--- src/rtl/cmdd_pkg.sv ---
// Package: cmdd_pkg
// Shared byte type and the masked address compare used by the receiver.
// Assumes the serial bus is always one byte wide.
package cmdd_pkg;

    localparam int BYTE_W = 8;

    typedef logic [BYTE_W-1:0] byte_t;

    // True when addr and base agree in every bit position that mask selects.
    function automatic logic masked_equal(input logic [15:0] addr,
                                          input logic [15:0] base,
                                          input logic [15:0] mask);
        return ((addr ^ base) & mask) == 16'h0000;
    endfunction

endpackage

--- src/rtl/cmdd_seq.sv ---
// Module: cmdd_seq
// Tracks the position inside a burst of NB bytes.
// - Raises one lane-load bit per byte.
// - Flags the cycle that carries the last byte.
// Assumes cmd_first always restarts the burst, even in the middle of one.
module cmdd_seq #(
    parameter int NB = 6
) (
    input  logic          clk,
    input  logic          rst_n,
    input  logic          cmd_first,
    output logic [NB-1:0] lane_ld,
    output logic          last,
    output logic          busy
);
    localparam int CNT_W = $clog2(NB);
    localparam logic [CNT_W-1:0] LAST_IDX = CNT_W'(NB - 1);

    logic [CNT_W-1:0] cnt_q;
    logic             busy_q;

    // Burst position: a start flag jumps to byte 1, otherwise step until the last byte.
    always_ff @(posedge clk) begin
        if (!rst_n) begin
            busy_q <= 1'b0;
            cnt_q  <= '0;
        end else if (cmd_first) begin
            busy_q <= 1'b1;
            cnt_q  <= CNT_W'(1);
        end else if (busy_q) begin
            if (cnt_q == LAST_IDX) begin
                busy_q <= 1'b0;
                cnt_q  <= '0;
            end else begin
                cnt_q <= cnt_q + CNT_W'(1);
            end
        end
    end

    // One load enable per byte lane; lane 0 is only ever loaded by the start flag.
    generate
        for (genvar i = 0; i < NB; i++) begin : g_ld
            if (i == 0) begin : g_first
                assign lane_ld[i] = cmd_first;
            end else begin : g_rest
                assign lane_ld[i] = busy_q && !cmd_first && (cnt_q == CNT_W'(i));
            end
        end
    endgenerate

    assign last = busy_q && !cmd_first && (cnt_q == LAST_IDX);
    assign busy = busy_q;

    // a start flag always leaves the sequencer waiting for byte 1
    p_restart_r8: assert property (@(posedge clk) disable iff (!rst_n)
        cmd_first |=> (busy_q && cnt_q == CNT_W'(1)));

    // the position never leaves the burst range
    p_cnt_range_r8: assert property (@(posedge clk) disable iff (!rst_n)
        cnt_q <= LAST_IDX);

    // at most one byte lane is loaded per clock
    p_one_lane_r2: assert property (@(posedge clk) disable iff (!rst_n)
        $onehot0(lane_ld));

endmodule

--- src/rtl/cmdd_lanes.sv ---
// Module: cmdd_lanes
// Holds one register per burst byte and loads each from the shared bus when told to.
// Assumes the sequencer asserts at most one load bit per clock.
module cmdd_lanes
    import cmdd_pkg::*;
#(
    parameter int NB = 6
) (
    input  logic                 clk,
    input  logic                 rst_n,
    input  byte_t                cmd_byte,
    input  logic [NB-1:0]        lane_ld,
    output logic [BYTE_W*NB-1:0] lanes
);
    generate
        for (genvar i = 0; i < NB; i++) begin : g_lane
            byte_t lane_q;

            // Capture the bus byte into this lane when its position comes up.
            always_ff @(posedge clk) begin
                if (!rst_n)          lane_q <= '0;
                else if (lane_ld[i]) lane_q <= cmd_byte;
            end

            assign lanes[BYTE_W*i +: BYTE_W] = lane_q;
        end
    endgenerate

endmodule

--- src/rtl/cmdd_match.sv ---
// Module: cmdd_match
// Compares the assembled address with the base under the mask.
// Extracts the register index from the low address bits.
// Assumes the mask leaves the low SEL_W bits clear.
module cmdd_match
    import cmdd_pkg::*;
#(
    parameter int          ADDR_W    = 16,
    parameter int          SEL_W     = 1,
    parameter logic [15:0] BASE_ADDR = 16'h0480,
    parameter logic [15:0] ADDR_MASK = 16'hF0FE
) (
    input  logic [ADDR_W-1:0] addr,
    output logic              hit,
    output logic [SEL_W-1:0]  sel
);
    // Masked compare of the received address against the base.
    always_comb begin
        hit = masked_equal(addr, BASE_ADDR, ADDR_MASK);
        sel = addr[SEL_W-1:0];
    end

endmodule

--- src/rtl/cmd_byte_deser.sv ---
// Module: cmd_byte_deser
// Receives six-byte write commands framed by a first-byte flag.
// - Bytes 0 and 1 form the address, low byte first.
// - Bytes 2 to 5 form the data word, least significant byte first.
// - A masked address match yields a one-clock write strobe with the data and register index.
// Assumes ADDR_W is 16 and DATA_W is a multiple of 8.
module cmd_byte_deser
    import cmdd_pkg::*;
#(
    parameter int          ADDR_W    = 16,
    parameter int          DATA_W    = 32,
    parameter int          SEL_W     = 1,
    parameter logic [15:0] BASE_ADDR = 16'h0480,
    parameter logic [15:0] ADDR_MASK = 16'hF0FE
) (
    input  logic              clk,
    input  logic              rst_n,
    input  logic [7:0]        cmd_byte,
    input  logic              cmd_first,
    output logic [SEL_W-1:0]  reg_sel,
    output logic [DATA_W-1:0] wr_data,
    output logic              wr_en
);
    localparam int A_LANES = ADDR_W / BYTE_W;
    localparam int D_LANES = DATA_W / BYTE_W;
    localparam int NB      = A_LANES + D_LANES;

    logic [NB-1:0]        lane_ld;
    logic                 last;
    logic                 busy;
    logic [BYTE_W*NB-1:0] lanes;
    logic [ADDR_W-1:0]    addr;
    logic                 hit;
    logic                 wr_en_q;

    cmdd_seq #(.NB(NB)) u_seq (
        .clk       (clk),
        .rst_n     (rst_n),
        .cmd_first (cmd_first),
        .lane_ld   (lane_ld),
        .last      (last),
        .busy      (busy)
    );

    cmdd_lanes #(.NB(NB)) u_lanes (
        .clk      (clk),
        .rst_n    (rst_n),
        .cmd_byte (cmd_byte),
        .lane_ld  (lane_ld),
        .lanes    (lanes)
    );

    assign addr    = lanes[ADDR_W-1:0];
    assign wr_data = lanes[BYTE_W*NB-1 -: DATA_W];

    cmdd_match #(
        .ADDR_W    (ADDR_W),
        .SEL_W     (SEL_W),
        .BASE_ADDR (BASE_ADDR),
        .ADDR_MASK (ADDR_MASK)
    ) u_match (
        .addr (addr),
        .hit  (hit),
        .sel  (reg_sel)
    );

    // Write strobe: registered one clock after the last byte, only on an address hit.
    always_ff @(posedge clk) begin
        if (!rst_n) wr_en_q <= 1'b0;
        else        wr_en_q <= last && hit;
    end

    assign wr_en = wr_en_q;

    // reset leaves the strobe low
    p_reset_quiet_r1: assert property (@(posedge clk)
        !rst_n |=> !wr_en);

    // the strobe lasts a single clock
    p_we_single_r4: assert property (@(posedge clk) disable iff (!rst_n)
        wr_en |=> !wr_en);

    // a strobe is only seen with a matching address on the lanes
    p_we_hit_r6: assert property (@(posedge clk) disable iff (!rst_n)
        wr_en |-> hit);

    // an idle clock without a start flag gives no strobe
    p_idle_no_we_r9: assert property (@(posedge clk) disable iff (!rst_n)
        (!busy && !cmd_first) |=> !wr_en);

    // an idle clock without a start flag leaves the data word untouched
    p_idle_hold_r9: assert property (@(posedge clk) disable iff (!rst_n)
        (!busy && !cmd_first) |=> $stable(wr_data));

endmodule

--- config.mk ---
export PLATFORM = sky130hd
export DESIGN_NAME = cmd_byte_deser
export DESIGN_NICKNAME = d
export VERILOG_FILES = /design/src/rtl/cmdd_pkg.sv /design/src/rtl/cmdd_seq.sv /design/src/rtl/cmdd_lanes.sv /design/src/rtl/cmdd_match.sv /design/src/rtl/cmd_byte_deser.sv
export SDC_FILE = /design/constraint.sdc
export NUM_CORES = 1
export LEC_CHECK = 0
export BUFFER_PORTS_ARGS = -buffer_cell sky130_fd_sc_hd__buf_4
export CAP_MARGIN = 30
export CORE_MARGIN = 2
export CORE_UTILIZATION = 33
export CTS_CLUSTER_SIZE = 20
export DETAILED_ROUTE_END_ITERATION = 6
export GPL_TIMING_DRIVEN = 0
export PLACE_DENSITY = 0.52
export SETUP_SLACK_MARGIN = 0.3
export SLEW_MARGIN = 20
export SYNTH_ARGS = -nofsm -noshare
export SYNTH_HDL_FRONTEND = slang
export SYNTH_HIERARCHICAL = 1
export SYNTH_SLANG_ARGS = --single-unit
--- constraint.sdc ---
create_clock -name clk -period 1.86 [get_ports clk]
set_clock_uncertainty 0.15 [all_clocks]
set_input_delay 0.372 -clock clk [delete_from_list [all_inputs] [get_ports clk]]
set_output_delay 0.372 -clock clk [all_outputs]
set_load 0.02 [all_outputs]
==> key figures, run 1 <==
Drt
  • Drt total wl: 4510 um
  • DR vias: 1382
  • 1st-iter DRT viols: 69
  • TritonRoute pass-1 iters: 2
  • Routed vias/inst: 4.46
  • Wirelength per Cell: 14.5 um
  • Post-route ant nets: 0
  • Drt drc: 0

Min path
  • Hold Startpoint: cmd_first
  • Hold Path Depth: 3
  • Hold EP: u_seq/busy
  • Hold crit path type: input pin to register

GRT
  • Largest net degree at the start of global routing: 15
  • Number of global-route vias before repair: 1318
  • Initial antenna violation count: 0
  • Tot GR Track Use: 14.1%
  • First-pass GRT wire length: 6900 um
  • Global route overflow: 0

Power and ir drop
  • Power density cells: 705 nW/um2
  • Worst IR Drop VDD: 0.354 mV
  • LEAKAGE: 0.991 nW

STA
  • RSZ-0062 raised after global routing: yes
  • Fmax: 657 MHz
  • Final hold viol count: 0
  • Setup TNS: 0 ns
  • Tmin final: 1.52 ns
  • Slew @ Worst Pin: 0.402 ns
  • # setup viols final: 0
  • Relative slew margins: 73.2%
  • Period utilization: 81.9%
  • Max Slew Vio Count: 0

Die
  • Starting Density: 33.9%
  • DIE WIDTH: 81.8 um
  • # rows: 28
  • Core area: 5890 um2
  • Die area: 6690 um2
  • Die span in y: 81.8 um
  • Ports: 45

Worst setup path
  • Flop2flop setup slack: 0.34 ns
  • CP Cell Sequence: buf_6, and2_4, ha_4, and3_4, buf_12, mux2i_1, nor2b_1
  • WP data arrival: 1.57 ns
  • Max Fanout on Critical Path: 8
  • Startpoint Class: register
  • Crit. End Element: register
  • Reg-to-reg startpoint: u_seq/cnt_q[0]
  • WP data required: 1.90 ns
  • Worst-case reg-to-reg path depth: 7
  • Crit-path max cell delay: 0.33 ns
  • WS Path Type: register to register
  • Slowest-stage cell, CP: dfxtp_2
  • R2R Path End: u_lanes/g_lane[3].lane_q[6]

Status
  • Outcome: finished clean

Finish
  • FILL cells: 573
  • Multi-input gate area: 966 um2
  • Synth-to-Final Area Change: 31.4%
  • Diodes inserted: 0
  • Share of cells above drive strength 1: 34.5%
  • Layout Nets: 246
  • Cell Count, Final, Fillers Out: 310
  • Reg area: 993 um2

CTS
  • Clock sink total: 49
  • Clock slew seen by the registers of the worst setup and hold paths: 0.09 ns
  • Skew-Pair Late Insertion Delay: 0.30 ns
  • Cts bufs inserted: 5
  • Clock Path Buffers: 2
  • # H-tree levels: 2
  • CTS tree: yes
  • CTS root buffer: clkbuf_8
  • Hold buffer count at CTS: 0

Placement
  • Placed insts: 299
  • GP Congestion: 0.685
  • Hpwl dp: 3040 um
  • PortBufs: 44

Yosys
  • Yosys Warn Count: 6
  • Post-synthesis cell area: 2000 um2
  • Syn_area_per_cell: 11.1 um2
  • Mapped Cells: 180
  • Syn nets: 192

Job
  • Max Cap Violations: 0
[report_power, final]
| part | switching [mW] | leakage, nW | internal, mW |
|---|---|---|---|
| registers | 0.0156 | 0.399 | 1.07 |
| clock network | 0.351 | 0.0450 | 0.262 |
| logic | 0.0743 | 0.547 | 0.0846 |
[flip-flops by register name, indices dropped and copies added, names as in the netlist]
signal and count:
u_seq/cnt_q 3, wr_en 1, u_lanes/g_lane.lane_q 44, u_seq/busy 1
[cells in the final DEF (no fill, tap or decap), drive strengths merged]
master and n:
mux2i 44, dfxtp 49, o21ba 1, nor3 2, ha 1, buf 60, and4bb 1, clkbuf 8
a21boi 2, nand4bb 1, o32ai 1, xnor2 1, nand2 3, inv 2, o21ai 1, nand2b 2
nor4b 3, and2 1, nor4 2, nor2b 44, and3b 1, clkinv 2, and3 3
[layout make-up]
cell class | count | area share, %
tap | 75 | 3.57
inverter | 2 | 0.286
clock inverter | 2 | 0.381
sequential | 49 | 37.8
multi-input combinational | 114 | 36.8
buffer | 15 | 4.95
timing repair buffer | 47 | 13.4
clock buffer | 6 | 2.76
[what timing repair did]
item | 4_1_cts | 5_1_grt
buffers inserted | 0 | 3
resized for setup | 6 | 20
endpoints found under the setup margin | 33 | 34
[critical path: cells and delay by family, from the launching register on]
kind                       cells  cell delay, ns
and+or+nand+nor                3            0.39
DFF                            1            0.33
adders and majority gates      1            0.11
muxes                          1            0.18
buffers and inverters          2            0.25
[how the worst max path moves through the flow]
stage	startpoint	endpoint	slack (ns)	cells past startpoint
after floorplan	cmd_first	u_lanes/g_lane[5].lane_q[0]	0.33	6
after global placement	cmd_first	u_lanes/g_lane[2].lane_q[2]	0.02	6
after detailed placement	cmd_first	u_lanes/g_lane[2].lane_q[2]	0.05	6
after CTS	u_seq/busy	u_lanes/g_lane[5].lane_q[7]	0.25	6
after global routing	u_seq/cnt_q[0]	u_lanes/g_lane[3].lane_q[1]	0.24	7
final	u_seq/cnt_q[0]	u_lanes/g_lane[3].lane_q[6]	0.34	7
[layer usage]
metal	routed length [um]	track usage [%]	share of wire [%]
met5	0	0	0
met2	2020	20.4	45
met4	43	5.00	0.95
met3	211	3.85	4.7
met1	2230	20.1	49
[metrics by stage]
stage                     setup slack, ns  utilization, %  instance area [um2]  hold slack, ns  total power [mW]
after global placement             0.0195            41.2                 2420           0.348              1.25
after floorplan                     0.332               -                 2000           0.324              1.19
after detailed placement           0.0487            41.2                 2420           0.355              1.25
after CTS                           0.251            42.8                 2520           0.147              1.86
after global routing                0.243            44.6                 2630           0.170              1.95
final                               0.337            44.6                 2630           0.166              1.85
Note: power is estimated with default switching activity, not from simulation.
==> run 2: changes to the inputs <==
- ABC_AREA: default -> 1
- PLACE_DENSITY: 0.52 -> 0.53
- clock period: 1.86 -> 1.25 ns (I/O delays scaled with it)
==> key figures, run 2 <==
Status
  • Outcome: finished with violations
  • Failing checks: negative setup slack

Finish
  • Biggest register: u_lanes/g_lane.lane_q
  • Largest regs: u_lanes/g_lane.lane_q (44), u_seq/cnt_q (3)
  • Synth-to-Final Area Change: 57.6%
  • Most frequent cells in the layout: nand2_1, nor2_1, buf_6
  • Most common cell after layout, fill and taps aside: nand2_1
  • Final instance area: 3420 um2
  • Share of cells above drive strength 1: 63.1%
  • Largest register FFs: 44
  • Diodes inserted: 0
  • Final core occ: 53.9%
  • Layout Nets: 390

STA
  • Period utilization: 115%
  • Setup TNS: -4.56 ns
  • # setup viols final: 37
  • Final hold viol count: 0
  • Fmax: 697 MHz
  • Relative slew margins: 81.4%
  • RSZ-0062 raised after global routing: yes
  • Min Hold Slack: 0.0604 ns
  • Max Slew Vio Count: 0
  • Worst setup margin: -0.185 ns
  • Slew @ Worst Pin: 0.279 ns
  • Tmin final: 1.43 ns

GRT
  • Initial antenna violation count: 0
  • First-pass GRT wire length: 9060 um
  • Tot GR Track Use: 15.9%
  • Largest net degree at the start of global routing: 15
  • Global route overflow: 0
  • Number of global-route vias before repair: 1862

Power and ir drop
  • LEAKAGE: 1.54 nW
  • Power density cells: 890 nW/um2
  • Final total power: 3.05 mW
  • Worst IR Drop VDD: 0.458 mV

CTS
  • Clock slew seen by the registers of the worst setup and hold paths: 0.09 ns
  • CTS root buffer: clkbuf_8
  • Hold buffer count at CTS: 0
  • Skew-Pair Late Insertion Delay: 0.30 ns
  • Cts bufs inserted: 5
  • Clock Path Buffers: 2
  • CTS tree: yes
  • # H-tree levels: 2
  • Clock sink total: 49

Yosys
  • Mapped Cells: 305
  • Syn_area_per_cell: 7.13 um2
  • Syn nets: 317
  • Yosys Warn Count: 6
  • Post-synthesis cell area: 2170 um2

Placement
  • GP Congestion: 0.735
  • PortBufs: 44
  • Area after DPL: 2730 um2
  • Hpwl dp: 3490 um

Die
  • Ports: 45
  • # rows: 29
  • Die area: 7250 um2
  • DIE WIDTH: 85.2 um
  • Die span in y: 85.2 um
  • Core area: 6350 um2
  • Starting Density: 34.2%

Worst setup path
  • Max Fanout on Critical Path: 6
  • Reg-to-reg startpoint: u_seq/cnt_q[0]
  • Crit. End Element: register
  • WP data arrival: 1.48 ns
  • WS Path Type: register to register
  • Slowest-stage cell, CP: dfxtp_4
  • WP data required: 1.30 ns
  • Worst path most repeated cell: nand2_2
  • CP Cell Sequence: nand2_2, inv_2, ha_4, inv_2, nor2_2, buf_6, buf_12, nand2_2, nand2_2, nor2_1
  • Startpoint Class: register
  • Crit path from: u_seq/cnt_q[0]
  • Crit-path max cell delay: 0.41 ns

Drt
  • Post-route ant nets: 0
  • TritonRoute pass-1 iters: 4
  • Wirelength per Cell: 11.8 um
  • Drt total wl: 5380 um
  • Drt drc: 0
  • DR vias: 1949
  • Routed vias/inst: 4.27
  • 1st-iter DRT viols: 59

Min path
  • Hold Startpoint: rst_n
  • Hold crit path type: input pin to register

Job
  • Max Cap Violations: 0
-- run 2: area by class of cell --
type,count,area [um2]
well taps,77,96.3
fillers,599,2930
multi-input cells,210,1160
repair buffers,66,678
flip-flops and latches,49,1040
plain buffers,20,238
clock buffers,7,96.3
inverters,26,106
clock inverters,1,5.00
-- run 2: repair_timing --
| item | in CTS | in global routing |
|---|---|---|
| setup buffers | 15 | 3 |
| cloned | 4 | 0 |
| gates resized for setup | 92 | 53 |
| setup endpoints to repair | 72 | 75 |
| pin swaps | 12 | 31 |
-- run 2: per-layer routing --
layer  track usage (%)  wire, um  vias up
met3              4.28       300        6
met1              21.5      2530      862
li1                  -         -     1039
met5                 0         0        -
met4              3.90        55        0
met2              25.4      2490       42
-- run 2: final timing paths --
check | slack, ns | cells past startpoint | endpoint
setup / recovery | -0.18 | 10 | u_lanes/g_lane[3].lane_q[7]
hold / removal | 0.06 | 3 | wr_en
setup reg to reg | -0.18 | 10 | u_lanes/g_lane[3].lane_q[7]
hold reg to reg | 0.33 | 2 | u_lanes/g_lane[4].lane_q[1]
-- run 2: report_power, final --
| part | internal, mW | switching [mW] |
|---|---|---|
| logic | 0.178 | 0.215 |
| registers | 1.59 | 0.0318 |
| clock network | 0.501 | 0.532 |
| total | 2.27 | 0.779 |
-- run 2: worst max-delay path, delay by kind of cell (launching register included) --
kind | cells | cell delay (ns)
buffers and inverters | 4 | 0.33
adders and majority gates | 1 | 0.12
and+or+nand+nor | 5 | 0.31
DFF | 1 | 0.41
-- run 2: metrics by stage --
stage / cells / setup slack [ns]
6_report: 456 / -0.185
5_1_grt: 456 / -0.273
4_1_cts: 453 / -0.175
3_5_place_dp: 426 / -0.555
3_3_place_gp: 426 / -0.569
2_1_floorplan: 305 / -0.0950
